===== config.mk =====
export PLATFORM = sky130hd
export DESIGN_NAME = i2cs_event_front
export DESIGN_NICKNAME = d
export VERILOG_FILES = /design/src/rtl/evf_pkg.sv /design/src/rtl/evf_cfg_regs.sv /design/src/rtl/evf_sample_tick.sv /design/src/rtl/evf_line_watch.sv /design/src/rtl/evf_addr_grab.sv /design/src/rtl/i2cs_event_front.sv
export SDC_FILE = /design/constraint.sdc
export NUM_CORES = 1
export LEC_CHECK = 0
export ABC_CLOCK_PERIOD_IN_PS = 2100
export BUFFER_PORTS_ARGS = -buffer_cell sky130_fd_sc_hd__buf_4
export CORE_AREA = 3 3 83 85
export DETAILED_ROUTE_END_ITERATION = 6
export DIE_AREA = 0 0 86 88
export HOLD_SLACK_MARGIN = 0.05
export PLACE_DENSITY = 0.48
export SYNTH_ARGS = -nofsm -noshare
export SYNTH_HDL_FRONTEND = slang
export SYNTH_SLANG_ARGS = --single-unit

===== constraint.sdc =====
create_clock -name clk -period 2.1 [get_ports clk]
set_clock_uncertainty 0.2 [all_clocks]
set_input_delay 0.105 -clock clk [delete_from_list [all_inputs] [get_ports clk]]
set_output_delay 0.105 -clock clk [all_outputs]
set_load 0.01 [all_outputs]

===== src/rtl/evf_pkg.sv =====
// Package: shared register offsets, field positions and the rate code type
// for the I2C slave bus-event monitor. No logic.
package evf_pkg;
    localparam logic [1:0] OFS_CFG  = 2'd0;
    localparam logic [1:0] OFS_STAT = 2'd1;
    localparam logic [1:0] OFS_ADDR = 2'd2;

    localparam int CFG_EN_BIT   = 0;
    localparam int CFG_RATE_LSB = 2;
    localparam int CFG_SIE_BIT  = 4;
    localparam int CFG_PSEL_BIT = 6;

    typedef enum logic [1:0] {
        RATE_STD100 = 2'b00,
        RATE_FAST   = 2'b01,
        RATE_STD50  = 2'b10,
        RATE_RSVD   = 2'b11
    } rate_e;
endpackage


===== src/rtl/evf_cfg_regs.sv =====
// Configuration register and enable synchroniser.
// Assumes: writes come one cycle at a time on clk. The pin-select field is
// written only while the stored enable is 0. The enable reaches the core
// through EN_STAGES flops.
module evf_cfg_regs
    import evf_pkg::*;
#(
    parameter int EN_STAGES = 2
) (
    input  logic       clk,
    input  logic       rst_n,
    input  logic       wr_cfg,
    input  logic [7:0] wdata,
    output logic       en_run,
    output rate_e      rate,
    output logic       stop_ie,
    output logic       psel,
    output logic [7:0] cfg_view
);
    logic                 en_q;
    logic [EN_STAGES-1:0] en_pipe;
    logic                 unused_wbits;

    assign unused_wbits = ^{wdata[7], wdata[5], wdata[1]};

    // Hold the register fields; pin select is locked while enabled.
    always_ff @(posedge clk) begin
        if (!rst_n) begin
            en_q    <= 1'b0;
            rate    <= RATE_STD100;
            stop_ie <= 1'b0;
            psel    <= 1'b0;
        end else if (wr_cfg) begin
            en_q    <= wdata[CFG_EN_BIT];
            rate    <= rate_e'(wdata[CFG_RATE_LSB +: 2]);
            stop_ie <= wdata[CFG_SIE_BIT];
            if (!en_q) psel <= wdata[CFG_PSEL_BIT];
        end
    end

    // Carry the enable into the clock domain through a flop chain.
    always_ff @(posedge clk) begin
        if (!rst_n) en_pipe <= '0;
        else        en_pipe <= {en_pipe[EN_STAGES-2:0], en_q};
    end

    assign en_run   = en_pipe[EN_STAGES-1];
    assign cfg_view = {1'b0, psel, 1'b0, stop_ie, rate, 1'b0, en_q};


    psel_lock_chk: assert property (@(posedge clk) disable iff (!rst_n)
        en_q |=> $stable(psel));
endmodule


===== src/rtl/evf_sample_tick.sv =====
// Sample-enable generator: one tick every div system clocks. The divisor
// is chosen by the rate code; the reserved code uses the standard-100
// divisor. Assumes every divisor is at least 1.
module evf_sample_tick
    import evf_pkg::*;
#(
    parameter int DIV_STD100 = 8,
    parameter int DIV_FAST400 = 2,
    parameter int DIV_STD50  = 15
) (
    input  logic  clk,
    input  logic  rst_n,
    input  logic  run,
    input  rate_e rate,
    output logic  tick
);
    localparam int DMAX = (DIV_STD100 > DIV_FAST400) ?
        ((DIV_STD100 > DIV_STD50) ? DIV_STD100 : DIV_STD50) :
        ((DIV_FAST400 > DIV_STD50) ? DIV_FAST400 : DIV_STD50);
    localparam int CW = $clog2(DMAX + 1);

    logic [CW-1:0] div_m1;
    logic [CW-1:0] cnt;

    // Select the terminal count for the active rate.
    always_comb begin
        case (rate)
            RATE_FAST:  div_m1 = CW'(DIV_FAST400 - 1);
            RATE_STD50: div_m1 = CW'(DIV_STD50 - 1);
            default:    div_m1 = CW'(DIV_STD100 - 1);
        endcase
    end

    // Count system clocks between sample ticks.
    always_ff @(posedge clk) begin
        if (!rst_n || !run)    cnt <= '0;
        else if (cnt >= div_m1) cnt <= '0;
        else                   cnt <= cnt + 1'b1;
    end

    assign tick = run && (cnt >= div_m1);
endmodule


===== src/rtl/evf_line_watch.sv =====
// Line synchroniser and condition detector. SCL and SDA are shifted through
// two flops on each sample tick, plus one flop that holds the previous
// synced sample. All flops reset to 1, the idle level of the bus, so a
// block enabled with SCL 1 and SDA 0 sees a Start.
module evf_line_watch (
    input  logic clk,
    input  logic rst_n,
    input  logic run,
    input  logic tick,
    input  logic scl_in,
    input  logic sda_in,
    output logic start_det,
    output logic stop_det,
    output logic scl_rise,
    output logic sda_smp
);
    logic [2:0] scl_s;
    logic [2:0] sda_s;

    // Shift the lines through the synchroniser at the sample rate.
    always_ff @(posedge clk) begin
        if (!rst_n || !run) begin
            scl_s <= 3'b111;
            sda_s <= 3'b111;
        end else if (tick) begin
            scl_s <= {scl_s[1:0], scl_in};
            sda_s <= {sda_s[1:0], sda_in};
        end
    end

    assign start_det = tick && scl_s[1] && scl_s[2] && sda_s[2] && !sda_s[1];
    assign stop_det  = tick && scl_s[1] && scl_s[2] && !sda_s[2] && sda_s[1];
    assign scl_rise  = tick && scl_s[1] && !scl_s[2];
    assign sda_smp   = sda_s[1];
endmodule


===== src/rtl/evf_addr_grab.sv =====
// Address-byte receiver. After a Start it shifts in BITS bits, MSB first,
// on SCL rising edges, then stores the byte and pulses done. A Stop ends
// reception; a repeated Start restarts it. Cleared while not running.
module evf_addr_grab #(
    parameter int BITS = 8
) (
    input  logic            clk,
    input  logic            rst_n,
    input  logic            run,
    input  logic            start_det,
    input  logic            stop_det,
    input  logic            scl_rise,
    input  logic            sda_smp,
    output logic            done,
    output logic [BITS-1:0] byte_q
);
    localparam int CNTW = $clog2(BITS);

    logic            busy;
    logic [CNTW-1:0] cnt;
    logic [BITS-1:0] shreg;

    // Track reception state and shift bits in on SCL rising edges.
    always_ff @(posedge clk) begin
        if (!rst_n || !run) begin
            busy   <= 1'b0;
            cnt    <= '0;
            shreg  <= '0;
            byte_q <= '0;
            done   <= 1'b0;
        end else begin
            done <= 1'b0;
            if (start_det) begin
                busy <= 1'b1;
                cnt  <= '0;
            end else if (stop_det) begin
                busy <= 1'b0;
            end else if (busy && scl_rise) begin
                shreg <= {shreg[BITS-2:0], sda_smp};
                if (cnt == CNTW'(BITS - 1)) begin
                    byte_q <= {shreg[BITS-2:0], sda_smp};
                    done   <= 1'b1;
                    busy   <= 1'b0;
                end else begin
                    cnt <= cnt + 1'b1;
                end
            end
        end
    end


    done_on_edge_chk: assert property (@(posedge clk) disable iff (!rst_n)
        done |-> $past(scl_rise));
endmodule


===== src/rtl/i2cs_event_front.sv =====
// Top of the I2C slave bus-event monitor. Connects the configuration
// registers, the sample-tick generator, the line watcher and the address
// receiver. Holds the sticky status flags and drives the interrupt pulse.
// Assumes: reg_rdata is combinational on reg_addr.
module i2cs_event_front
    import evf_pkg::*;
#(
    parameter int DIV_STD100 = 8,
    parameter int DIV_FAST400 = 2,
    parameter int DIV_STD50  = 15,
    parameter int EN_STAGES  = 2
) (
    input  logic       clk,
    input  logic       rst_n,
    input  logic       reg_wr,
    input  logic [1:0] reg_addr,
    input  logic [7:0] reg_wdata,
    output logic [7:0] reg_rdata,
    input  logic       scl_pin0,
    input  logic       sda_pin0,
    input  logic       scl_pin1,
    input  logic       sda_pin1,
    output logic       irq
);
    logic       en_run, stop_ie, psel, tick;
    rate_e      rate;
    logic [7:0] cfg_view, addr_byte;
    logic       start_det, stop_det, scl_rise, sda_smp, addr_done;
    logic       stop_flag, addr_flag, wr_stat;

    evf_cfg_regs #(.EN_STAGES(EN_STAGES)) u_cfg (
        .clk(clk), .rst_n(rst_n),
        .wr_cfg(reg_wr && reg_addr == OFS_CFG), .wdata(reg_wdata),
        .en_run(en_run), .rate(rate), .stop_ie(stop_ie), .psel(psel),
        .cfg_view(cfg_view)
    );

    evf_sample_tick #(.DIV_STD100(DIV_STD100), .DIV_FAST400(DIV_FAST400),
                      .DIV_STD50(DIV_STD50)) u_tick (
        .clk(clk), .rst_n(rst_n), .run(en_run), .rate(rate), .tick(tick)
    );

    evf_line_watch u_line (
        .clk(clk), .rst_n(rst_n), .run(en_run), .tick(tick),
        .scl_in(psel ? scl_pin1 : scl_pin0),
        .sda_in(psel ? sda_pin1 : sda_pin0),
        .start_det(start_det), .stop_det(stop_det),
        .scl_rise(scl_rise), .sda_smp(sda_smp)
    );

    evf_addr_grab #(.BITS(8)) u_addr (
        .clk(clk), .rst_n(rst_n), .run(en_run),
        .start_det(start_det), .stop_det(stop_det),
        .scl_rise(scl_rise), .sda_smp(sda_smp),
        .done(addr_done), .byte_q(addr_byte)
    );

    assign wr_stat = reg_wr && reg_addr == OFS_STAT;

    // Sticky status flags: an event sets, a write of 1 clears, the event wins.
    always_ff @(posedge clk) begin
        if (!rst_n || !en_run) begin
            stop_flag <= 1'b0;
            addr_flag <= 1'b0;
        end else begin
            if (stop_det)                  stop_flag <= 1'b1;
            else if (wr_stat && reg_wdata[0]) stop_flag <= 1'b0;
            if (addr_done)                 addr_flag <= 1'b1;
            else if (wr_stat && reg_wdata[1]) addr_flag <= 1'b0;
        end
    end

    // Interrupt pulse: address byte done, or a Stop that newly sets the flag.
    always_ff @(posedge clk) begin
        if (!rst_n || !en_run) irq <= 1'b0;
        else irq <= addr_done || (stop_det && !stop_flag && stop_ie);
    end

    // Register read multiplexer.
    always_comb begin
        case (reg_addr)
            OFS_CFG:  reg_rdata = cfg_view;
            OFS_STAT: reg_rdata = {6'b0, addr_flag, stop_flag};
            OFS_ADDR: reg_rdata = addr_byte;
            default:  reg_rdata = 8'h00;
        endcase
    end


    clear_when_off_chk: assert property (@(posedge clk) disable iff (!rst_n)
        !en_run |=> (!stop_flag && !addr_flag && !irq));

    event_wins_chk: assert property (@(posedge clk) disable iff (!rst_n)
        stop_det |=> stop_flag);

    stop_irq_edge_chk: assert property (@(posedge clk) disable iff (!rst_n)
        (irq && !$past(addr_done)) |-> (stop_flag && !$past(stop_flag)));
endmodule


* After elaboration in Yosys (flattened, before gate mapping)
Index checks and enable logic that the tools add are counted.
Widths: inputs -> output; s select.
** Word-level totals
- Logic and storage cells :: 78
- Input port bits :: 17
- Flip-flop bits (word level) :: 40
** Cells by class
- Bitwise operators :: 5
- Reductions and logical operators :: 36
- Eq/ne operators :: 5
- $add $sub $neg :: 2
- $lt $le $gt $ge :: 1
- Multiplexer cells :: 13
** Operators with widths (number)
- $pmux 8 s3 :: 1
- $logic_and 1x1->1 :: 15
- $mux 1 :: 11
- $pmux 4 s2 :: 1
- $logic_not 1->1 :: 6
- $reduce_and 3->1 :: 2
- $reduce_bool 3->1 :: 2
- $not 1->1 :: 5
- $add 4x1->4 const B :: 1
- $eq 2x1->1 const B :: 2
- $eq 2x2->1 const B :: 2
- $ge 4x4->1 :: 1
- $reduce_and 2->1 :: 2
- $reduce_and 4->1 :: 1
- $reduce_bool 2->1 :: 2
- $reduce_or 2->1 :: 2
- $reduce_or 4->1 :: 1
- $add 3x1->3 const B :: 1
- $eq 3x3->1 const B :: 1
- $logic_not 2->1 :: 1
- $logic_or 1x1->1 :: 2

* Depth between registers and ports, before layout
Gate-level depths: netlist of run 1.
- Depth in word-level cells :: 11
- Gate-level depth with buffers :: 8
- Gate-level depth less buffers :: 6

* Modules after synthesis
A second synthesis of run 1 with hierarchy kept.
** Unflattened totals
- Cells, all modules :: 206
- Area total of the unflattened synthesis :: 1940.6 sq um
** By module, submodules not included
- evf_addr_grab :: times used 1, cells an instance 88, sequential area each 400.4 sq um, area each 793.3 sq um
- evf_cfg_regs :: times used 1, cells an instance 31, sequential area each 140.1 sq um, area each 324.1 sq um
- i2cs_event_front :: times used 1, cells an instance 35, sequential area each 60.1 sq um, area each 300.3 sq um
- evf_line_watch :: times used 1, cells an instance 26, sequential area each 120.1 sq um, area each 272.8 sq um
- evf_sample_tick :: times used 1, cells an instance 26, sequential area each 80.1 sq um, area each 250.2 sq um

* Worst setup path after synthesis of run 1
No wires, ideal clock.
- Path kind :: flip-flop to flip-flop
- From :: register u_cfg.rate[0]
- To :: register u_addr.byte_q[1]
- Stages on the path, launching flop included :: 9
- Arrival :: 1.602 ns
- Setup time :: 0.120 ns
- Setup slack :: 0.178 ns
- Clock period less this slack :: 1.922 ns
- Cell sequence :: dfxtp_1 -> nor2b_1 -> ha_1 -> o21ai_1 -> or2b_1 -> buf_6 -> and3_1 -> buf_2 -> mux2i_1
** Between the ends
- Word-level cells in the longest chain between the ends :: 10
** RTL lines
- start, declared :: RTL line evf_cfg_regs.sv:15 : output rate_e rate,
- start signal, assigned :: RTL line evf_cfg_regs.sv:35 : rate <= rate_e'(wdata[CFG_RATE_LSB +: 2]);
- $eq 2x2->1 or $eq 2x1->1 (tied branches) :: RTL line evf_sample_tick.sv:27 : case (rate)
- $pmux 4 s2 (*) :: RTL line evf_sample_tick.sv:27
- $ge 4x4->1 (*) :: RTL line evf_sample_tick.sv:41 : assign tick = run && (cnt >= div_m1);
- $logic_and 1x1->1 (*) :: RTL line evf_sample_tick.sv:41
- $logic_and 1x1->1 (*) :: RTL line evf_line_watch.sv:31, evf_line_watch.sv:32, evf_line_watch.sv:33
- $logic_and 1x1->1 :: RTL line evf_line_watch.sv:31, evf_line_watch.sv:32
- $logic_and 1x1->1 (on tied branches) (2 in series) :: RTL line evf_line_watch.sv:32, evf_line_watch.sv:31
- $not 1->1 (no line)
- $reduce_and 4->1 (no line) (*)
- end signal, assigned :: RTL line evf_addr_grab.sv:41 : byte_q <= {shreg[BITS-2:0], sda_smp};
- end, declared :: RTL line evf_addr_grab.sv:15 : output logic [BITS-1:0] byte_q
Every way passes the cells marked *; elsewhere a longest branch is shown, timed or not.
A chain may end at the register's enable or synchronous reset.

* Worst setup path in the final report of run 1
- From :: register u_cfg.rate[0]
- To :: register stop_flag
** Between the ends
- Word-level cells in the longest chain between the ends :: 9
** RTL lines
- $eq 2x2->1 or $eq 2x1->1 (tied branches) :: RTL line evf_sample_tick.sv:27
- $pmux 4 s2 (*) :: RTL line evf_sample_tick.sv:27
- $ge 4x4->1 (*) :: RTL line evf_sample_tick.sv:41
- $logic_and 1x1->1 (*) :: RTL line evf_sample_tick.sv:41
- $logic_and 1x1->1 (*) (4 in series) :: RTL line evf_line_watch.sv:32 : assign stop_det = tick && scl_s[1] && scl_s[2] && !sda_s[2] && sda_s[1];
- $mux 1 or $reduce_bool 2->1 (tied branches)
- end signal, assigned :: RTL line i2cs_event_front.sv:63 : stop_flag <= 1'b0;
- end signal, assigned :: RTL line i2cs_event_front.sv:66 : if (stop_det) stop_flag <= 1'b1;
- end signal, assigned :: RTL line i2cs_event_front.sv:67 : else if (wr_stat && reg_wdata[0]) stop_flag <= 1'b0;
- end, declared :: RTL line i2cs_event_front.sv:29 : logic stop_flag, addr_flag, wr_stat;
Marks and branches as above.

==> impl_results.md, run 1 <==
* Post-route fraction of the period consumed by the critical path at 0.987
* Cell chain of the critical path: nor2b_2 -> ha_2 -> o21ai_1 -> nor2b_1 -> buf_4 -> or4_4 -> a21oi_2
* Drt wl/cell at 12.9 um
* Sequential fraction of the synthesis area at 0.432
* CTS Sinks at 40
* FF-to-FF Start: u_cfg.rate[0]
* Dpl hpwl at 2920 um
* Die Span X at 86 um
* Drt total wl at slightly above 4000 um
* Leading cell type in the layout, fill and taps excluded: dfxtp_1
* Synth area leaders: dfxtp_1 (43%), mux2i_1 (15%), ha_1 (4.7%)
* Vias at around 1500
* Hold Violations, Final at 0
* FP Rows at 29
* Tot Pwr at 0.00147 W
* CTS tree: built
* Hold WS at slightly below 0.09 ns
* Yosys top cell by area: dfxtp_1
* Final antenna-violating net count at 0
* Reg2reg path depth at 7
* Synth Warn # at 0
* Class of the worst hold path: input port to flop
* Nets at roughly 260
* DRC at 0
* Setup CP Type: flop to flop
* Worst slew margin at 0.679
* Synth-to-Final Area Change at 34.7%
* Mapped cell area at about 0.0019 mm2
* Worst-Margin Slew at 0.480 ns
* DR pass1 iterations at 4
* Worst path slowest cell: or4_4
* Reg-to-Reg End: stop_flag
* Initial antenna violation count at 0
* RSZ-0062 raised after global routing: yes
* Gpl congestion at ~0.7
* Iter 0 DRT Violations at 61
* Final non-filler cell total at between 300 and 400
* Vias in the first global route at between 1000 and 1500
* First-pass GRT wire length at ~7000 um
* Top cell type's share of synthesized area at 0.432
* Status: complete, no violations
* Vias/cell at ~4.6
* Final Max Slew Viols at 0
* Crit-path max FO at 8
* Commonest non-fill, non-tap cells in the layout: dfxtp_1 (38), buf_4 (30), mux2i_1 (27)
* PortBufs at 23
* Synthesized Nets at 215
* Share of cells above drive strength 1 at 0.251
* Crit end category: flop
* Mean Syn Cell Area at a little under 10 um2
* Fin util at 0.398
* H-tree levels at 2
* Worst stage delay on the critical path at 0.52 ns
* Worst EP required at ~2.1 ns
* Gate Count Post-Synth at 191
* Fmax at 483 MHz
* Crit-path leading delay family: simple AND/OR/NAND/NOR gates
* Core area at between 0.006 and 0.007 mm2
* Clock Latency Late Sink at between 0.2 and 0.3 ns
* WP buf/inv at 1
* Max Cap Viol at 0
* Root Buffer: clkbuf_8
* WHS Endpoint: u_cfg.en_q
* Clk pin slew, worst setup/hold paths at approximately 0.070 ns
* Placed insts at a little under 300
* Leak at 1.00 nW
* Synthesized flop and latch total at 40
* WHS Path Cells at 4
* Min Tclk post-route at a little over 2 ns
* Crit path DAT at 2.10 ns
* I/O Pins at 26
* Inserted Diodes at 0
* Cell area power density at between 500 and 600 mW/mm2
* Clock buffer depth at 2
* Die area at between 0.007 and 0.008 mm2
* Pin count of the biggest net entering global routing at 23
* Initial core utilization at 0.296
* Crit path launch type: flop
* CTS buffer count at 5
* Worst min-delay path startpoint: reg_addr[0]
* Worst vdd ir at 0.359 mV
* Setup TNS Final at 0 ns
* Gr usage total at 0.118
* Setup-failing EPs final at 0
* Die height at around 88 um
* R2r setup slk at between 0.02 and 0.03 ns
* Total gr overflow at 0
* Synth cell types at 43
[worst max path at each step]
| stage | start | to | slack [ns] | cells past startpoint |
|---|---|---|---|---|
| finish | u_cfg.rate[0] | stop_flag | 0.03 | 7 |
| global placement | u_cfg.rate[0] | u_addr.cnt[1] | 0.02 | 6 |
| floorplan | u_cfg.rate[0] | u_addr.byte_q[1] | 0.18 | 8 |
| global route | u_cfg.rate[0] | stop_flag | -0.03 | 7 |
| CTS | u_cfg.rate[0] | stop_flag | 0.007 | 7 |
| detailed placement | u_cfg.rate[0] | u_addr.cnt[1] | -0.04 | 6 |
[Yosys cell counts (all sizes together)]
library cell	instances
a211oi	2
a21o	1
a21oi	3
a221o	1
a22o	1
a31oi	1
a32o	3
and2	6
and2b	2
and3	2
buf	6
clkbuf	2
dfxtp	40
ha	7
inv	3
mux2i	27
nand2	21
nand2b	1
nand3	11
nand3b	3
nand4	2
nor2	10
nor2b	12
nor3	6
nor3b	2
nor4	2
o21a	2
o21ai	7
or2b	1
or3b	1
or4	1
xnor2	1
xor2	1
[cells by family (layout without fill, tap and decap cells)]
group	count (synthesis)	count (layout)	synth area share
DFF	40	40	0.432
buffers and inverters	11	59	0.0330
adders and majority gates	7	7	0.0472
AOI/OAI and AO/OA	21	21	0.0829
muxes	27	27	0.146
and+or+nand+nor	83	83	0.250
xor gates and xnor gates	2	2	0.00944
[per-stage QoR]
stage / area, um2 / setup slack (ns)
after floorplan: 1860 / 0.178
after global placement: 2150 / 0.0196
after detailed placement: 2150 / -0.0414
after CTS: 2430 / 0.00690
after global routing: 2500 / -0.0336
final: 2500 / 0.0281
[per-layer routing]
metal / global-route usage / wire (um) / up-vias / part of all wire
met5: 0 / 0 / - / 0
met4: 0.0432 / 59 / 0 / 0.014
met3: 0.0301 / 137 / 7 / 0.034
met2: 0.194 / 1910 / 20 / 0.47
met1: 0.148 / 1960 / 665 / 0.48
li1: - / - / 767 / -
[worst min-delay path, delay by kind of cell]
kind / cells / cell delay, ns
muxes: 1 / 0.15
and+or+nand+nor: 2 / 0.14
buffers and inverters: 1 / 0.13
[report_power, final]
part           switching, W  total [W]  internal [W]
sequential       0.00000489   0.000767      0.000762
clock              0.000258   0.000611      0.000353
combinational     0.0000355  0.0000907     0.0000552
[flip-flops by register name (all words and copies together) (netlist names), 2 cells and up]
signal,flops
u_addr.byte_q,8
u_addr.cnt,3
u_addr.shreg,7
u_cfg.en_pipe,2
u_cfg.rate,2
u_line.scl_s,3
u_line.sda_s,3
u_tick.cnt,4
[timing repair]
item | CTS | global route
gates resized for setup | 2 | 12
gates cloned | 0 | 0
pin swaps | 0 | 2
setup buffers | 0 | 2
setup endpoints to repair | 8 | 23
endpoints found under the hold margin | 11 | 0
hold buffers | 16 | 0
[cell type report]
class | instances | area (um2)
Clock buffer | 6 | 72.6
Clock inverter | 2 | 35.0
Fill cell | 653 | 3780
Inverter | 3 | 11.3
Multi-Input combinational cell | 140 | 1050
Sequential cell | 40 | 803
Tap cell | 77 | 96.3
Timing Repair Buffer | 48 | 425
Power figures use the tool's default switching activity.
==> inputs of run 2 (changes only) <==
MAX_ROUTING_LAYER = met4   (was not set)
==> run 2 against run 1 <==
Effect of this change:
- worst setup slack lost 0.00095 ns
- total power is essentially flat
- die area is the same
- hold slack is essentially flat
- largest cell class unchanged
- largest power group unchanged
- highest routed layer unchanged
==> impl_results.md, run 2 (synthesis gave the netlist of run 1 again) <==
* FF-to-FF Start: u_cfg.rate[0]
* Total gr overflow at 0 (unchanged)
* DRC at 0 (unchanged)
* Crit path launch: u_cfg.rate[0]
* Dpl hpwl at 2920 um (unchanged)
* Die Span X at 86 um (unchanged)
* Worst EP required at 2.13 ns (about the same)
* Pin count of the biggest net entering global routing at 23 (unchanged)
* Share of cells above drive strength 1 at 0.251 (unchanged)
* Initial antenna violation count at 0 (unchanged)
* Worst slew margin at 0.679 (about the same)
* Post-route fraction of the period consumed by the critical path at 0.987 (about the same)
* Commonest non-fill, non-tap cells in the layout: dfxtp_1 (38), buf_4 (30), mux2i_1 (27)
* Leading cell type in the layout, fill and taps excluded: dfxtp_1
* CTS tree: built
* Crit-path leading delay family: simple AND/OR/NAND/NOR gates
* Area of the multi-input gates at 0.00105 mm2 (unchanged)
* Biggest register: u_addr.byte_q
* Die height at 88 um (unchanged)
* Reg area at 803 um2 (unchanged)
* CTS buffer count at 5 (unchanged)
* Die area at 0.00757 mm2 (unchanged)
* R2r setup slk at 0.03 ns (about the same)
* Reg2reg path depth at 7 (unchanged)
* Drt wl/cell at 12.9 um (about the same)
* H-tree levels at 2 (unchanged)
* Hold Violations, Final at 0 (unchanged)
* Crit end category: flop
* Reg-to-Reg End: stop_flag
* Max Cap Viol at 0 (unchanged)
* Core area at 0.00628 mm2 (unchanged)
* Clk pin slew, worst setup/hold paths at 0.07 ns (about the same)
* Final antenna-violating net count at 0 (unchanged)
* Max reg flops at 8 (unchanged)
* Clock Latency Late Sink at 0.29 ns (about the same)
* Instance count on the critical path at 7 (unchanged)
* Inserted Diodes at 0 (unchanged)
* Placed insts at 290 (unchanged)
* RSZ-0062 raised after global routing: yes
* Cell chain of the critical path: nor2b_2 -> ha_2 -> o21ai_1 -> nor2b_1 -> buf_4 -> or4_4 -> a21oi_2
* Iter 0 DRT Violations at 65 (+6.6%)
* Initial core utilization at 0.296 (unchanged)
* Cell area power density at 588 mW/mm2 (about the same)
* Status: complete, no violations
* First-pass GRT wire length at 7020 um (unchanged)
* DR pass1 iterations at 4 (unchanged)
* Nets at 262 (unchanged)
* Gr usage total at 0.121 (+0.00366)
* Final Max Slew Viols at 0 (unchanged)
* Clock buffer depth at 2 (unchanged)
* Regs by FF count: u_addr.byte_q: 8 flops, u_addr.shreg: 7 flops, u_tick.cnt: 4 flops
* Fmax at 482 MHz (about the same)
* Min Tclk post-route at 2.07 ns (+0.000945 ns)
* Worst vdd ir at 0.359 mV (about the same)
* I/O Pins at 26 (unchanged)
* Vias at 1468 (+0.62%)
* Crit-path max FO at 8 (unchanged)
* Drt total wl at 4070 um (about the same)
* Vias/cell at 4.65 (+0.62%)
* Synth-to-Final Area Change at 34.7% (unchanged)
* Crit path capture: stop_flag
* Setup-failing EPs final at 0 (unchanged)
* Setup CP Type: flop to flop
* Fillers at 653 (unchanged)
* Class of the worst hold path: input port to flop
* Crit path DAT at 2.10 ns (about the same)
* WP buf/inv at 1 (unchanged)
* Root Buffer: clkbuf_8
* Gpl congestion at 0.727 (+1.2%)
* Fin util at 0.398 (unchanged)
* Worst path slowest cell: or4_4
* Worst-Margin Slew at 0.480 ns (-0.000297 ns)
* PortBufs at 23 (unchanged)
* CTS Sinks at 40 (unchanged)
* Leak at 1.00 nW (unchanged)
* Worst stage delay on the critical path at 0.52 ns (about the same)
* FP Rows at 29 (unchanged)
* Final non-filler cell total at 316 (unchanged)
* Crit path launch type: flop
* Vias in the first global route at 1478 (-0.14%)
==> run 2: cell counts in the layout (fill, tap and decap cells not counted) <==
Identical to the previous run, type by type.
==> run 2: worst min path at each step <==
stage	from	to	slack, ns	depth (start not counted)
2_1_floorplan	rst_n	u_cfg.en_pipe[1]	0.03	1
3_3_place_gp	reg_wdata[6]	u_cfg.psel	0.16	3
3_5_place_dp	reg_wdata[4]	u_cfg.stop_ie	0.17	3
4_1_cts	reg_addr[0]	u_cfg.en_q	0.08	4
5_1_grt	reg_addr[0]	u_cfg.en_q	0.15	4
6_report	reg_addr[0]	u_cfg.en_q	0.09	4
==> run 2: layer usage <==
metal	global-route usage	wire length (um)	vias to the layer above
li1	-	-	767
met1	0.150	1970	670
met2	0.194	1910	24
met3	0.0273	132	7
met4	0.0432	59	0
met5	-	0	-
==> run 2: area by class of cell <==
class,instances,area share
multi-input cells,140,0.422
clock inverters,2,0.0140
inverters,3,0.00451
flip-flops and latches,40,0.321
repair buffers,48,0.170
clock buffers,6,0.0290
well taps,77,0.0386
==> run 2: worst register-to-register path, stage by stage (launching register included) <==
cell and delay (ns):
dfxtp_2 0.34, nor2b_2 0.17, ha_2 0.31, o21ai_1 0.06
nor2b_1 0.13, buf_4 0.16, or4_4 0.52, a21oi_2 0.12
==> run 2: power by group <==
part	total (W)	leakage [nW]	switching, W	internal (W)
clock network	0.000610	0.0552	0.000258	0.000353
registers	0.000767	0.324	0.00000486	0.000762
logic	0.0000907	0.624	0.0000355	0.0000552
==> run 2: timing repair <==
item                                    CTS  global route
endpoints found under the setup margin    8            23
gates resized for setup                   2            12
endpoints found under the hold margin    11             0
pin swaps                                 0             2
hold buffers                             16             0
setup buffers                             0             2
==> run 2: stage by stage <==
step                total power, W  hold slack, ns  setup TNS [ns]  worst slack [ns]  instance area [um2]
finish                     0.00147          0.0867               0            0.0272                 2500
global route               0.00154           0.146         -0.0799           -0.0336                 2500
CTS                        0.00149          0.0825               0           0.00690                 2430
detailed placement        0.000853           0.168          -0.119           -0.0414                 2150
global placement          0.000852           0.164               0            0.0196                 2150
floorplan                 0.000821          0.0267               0             0.178                 1860
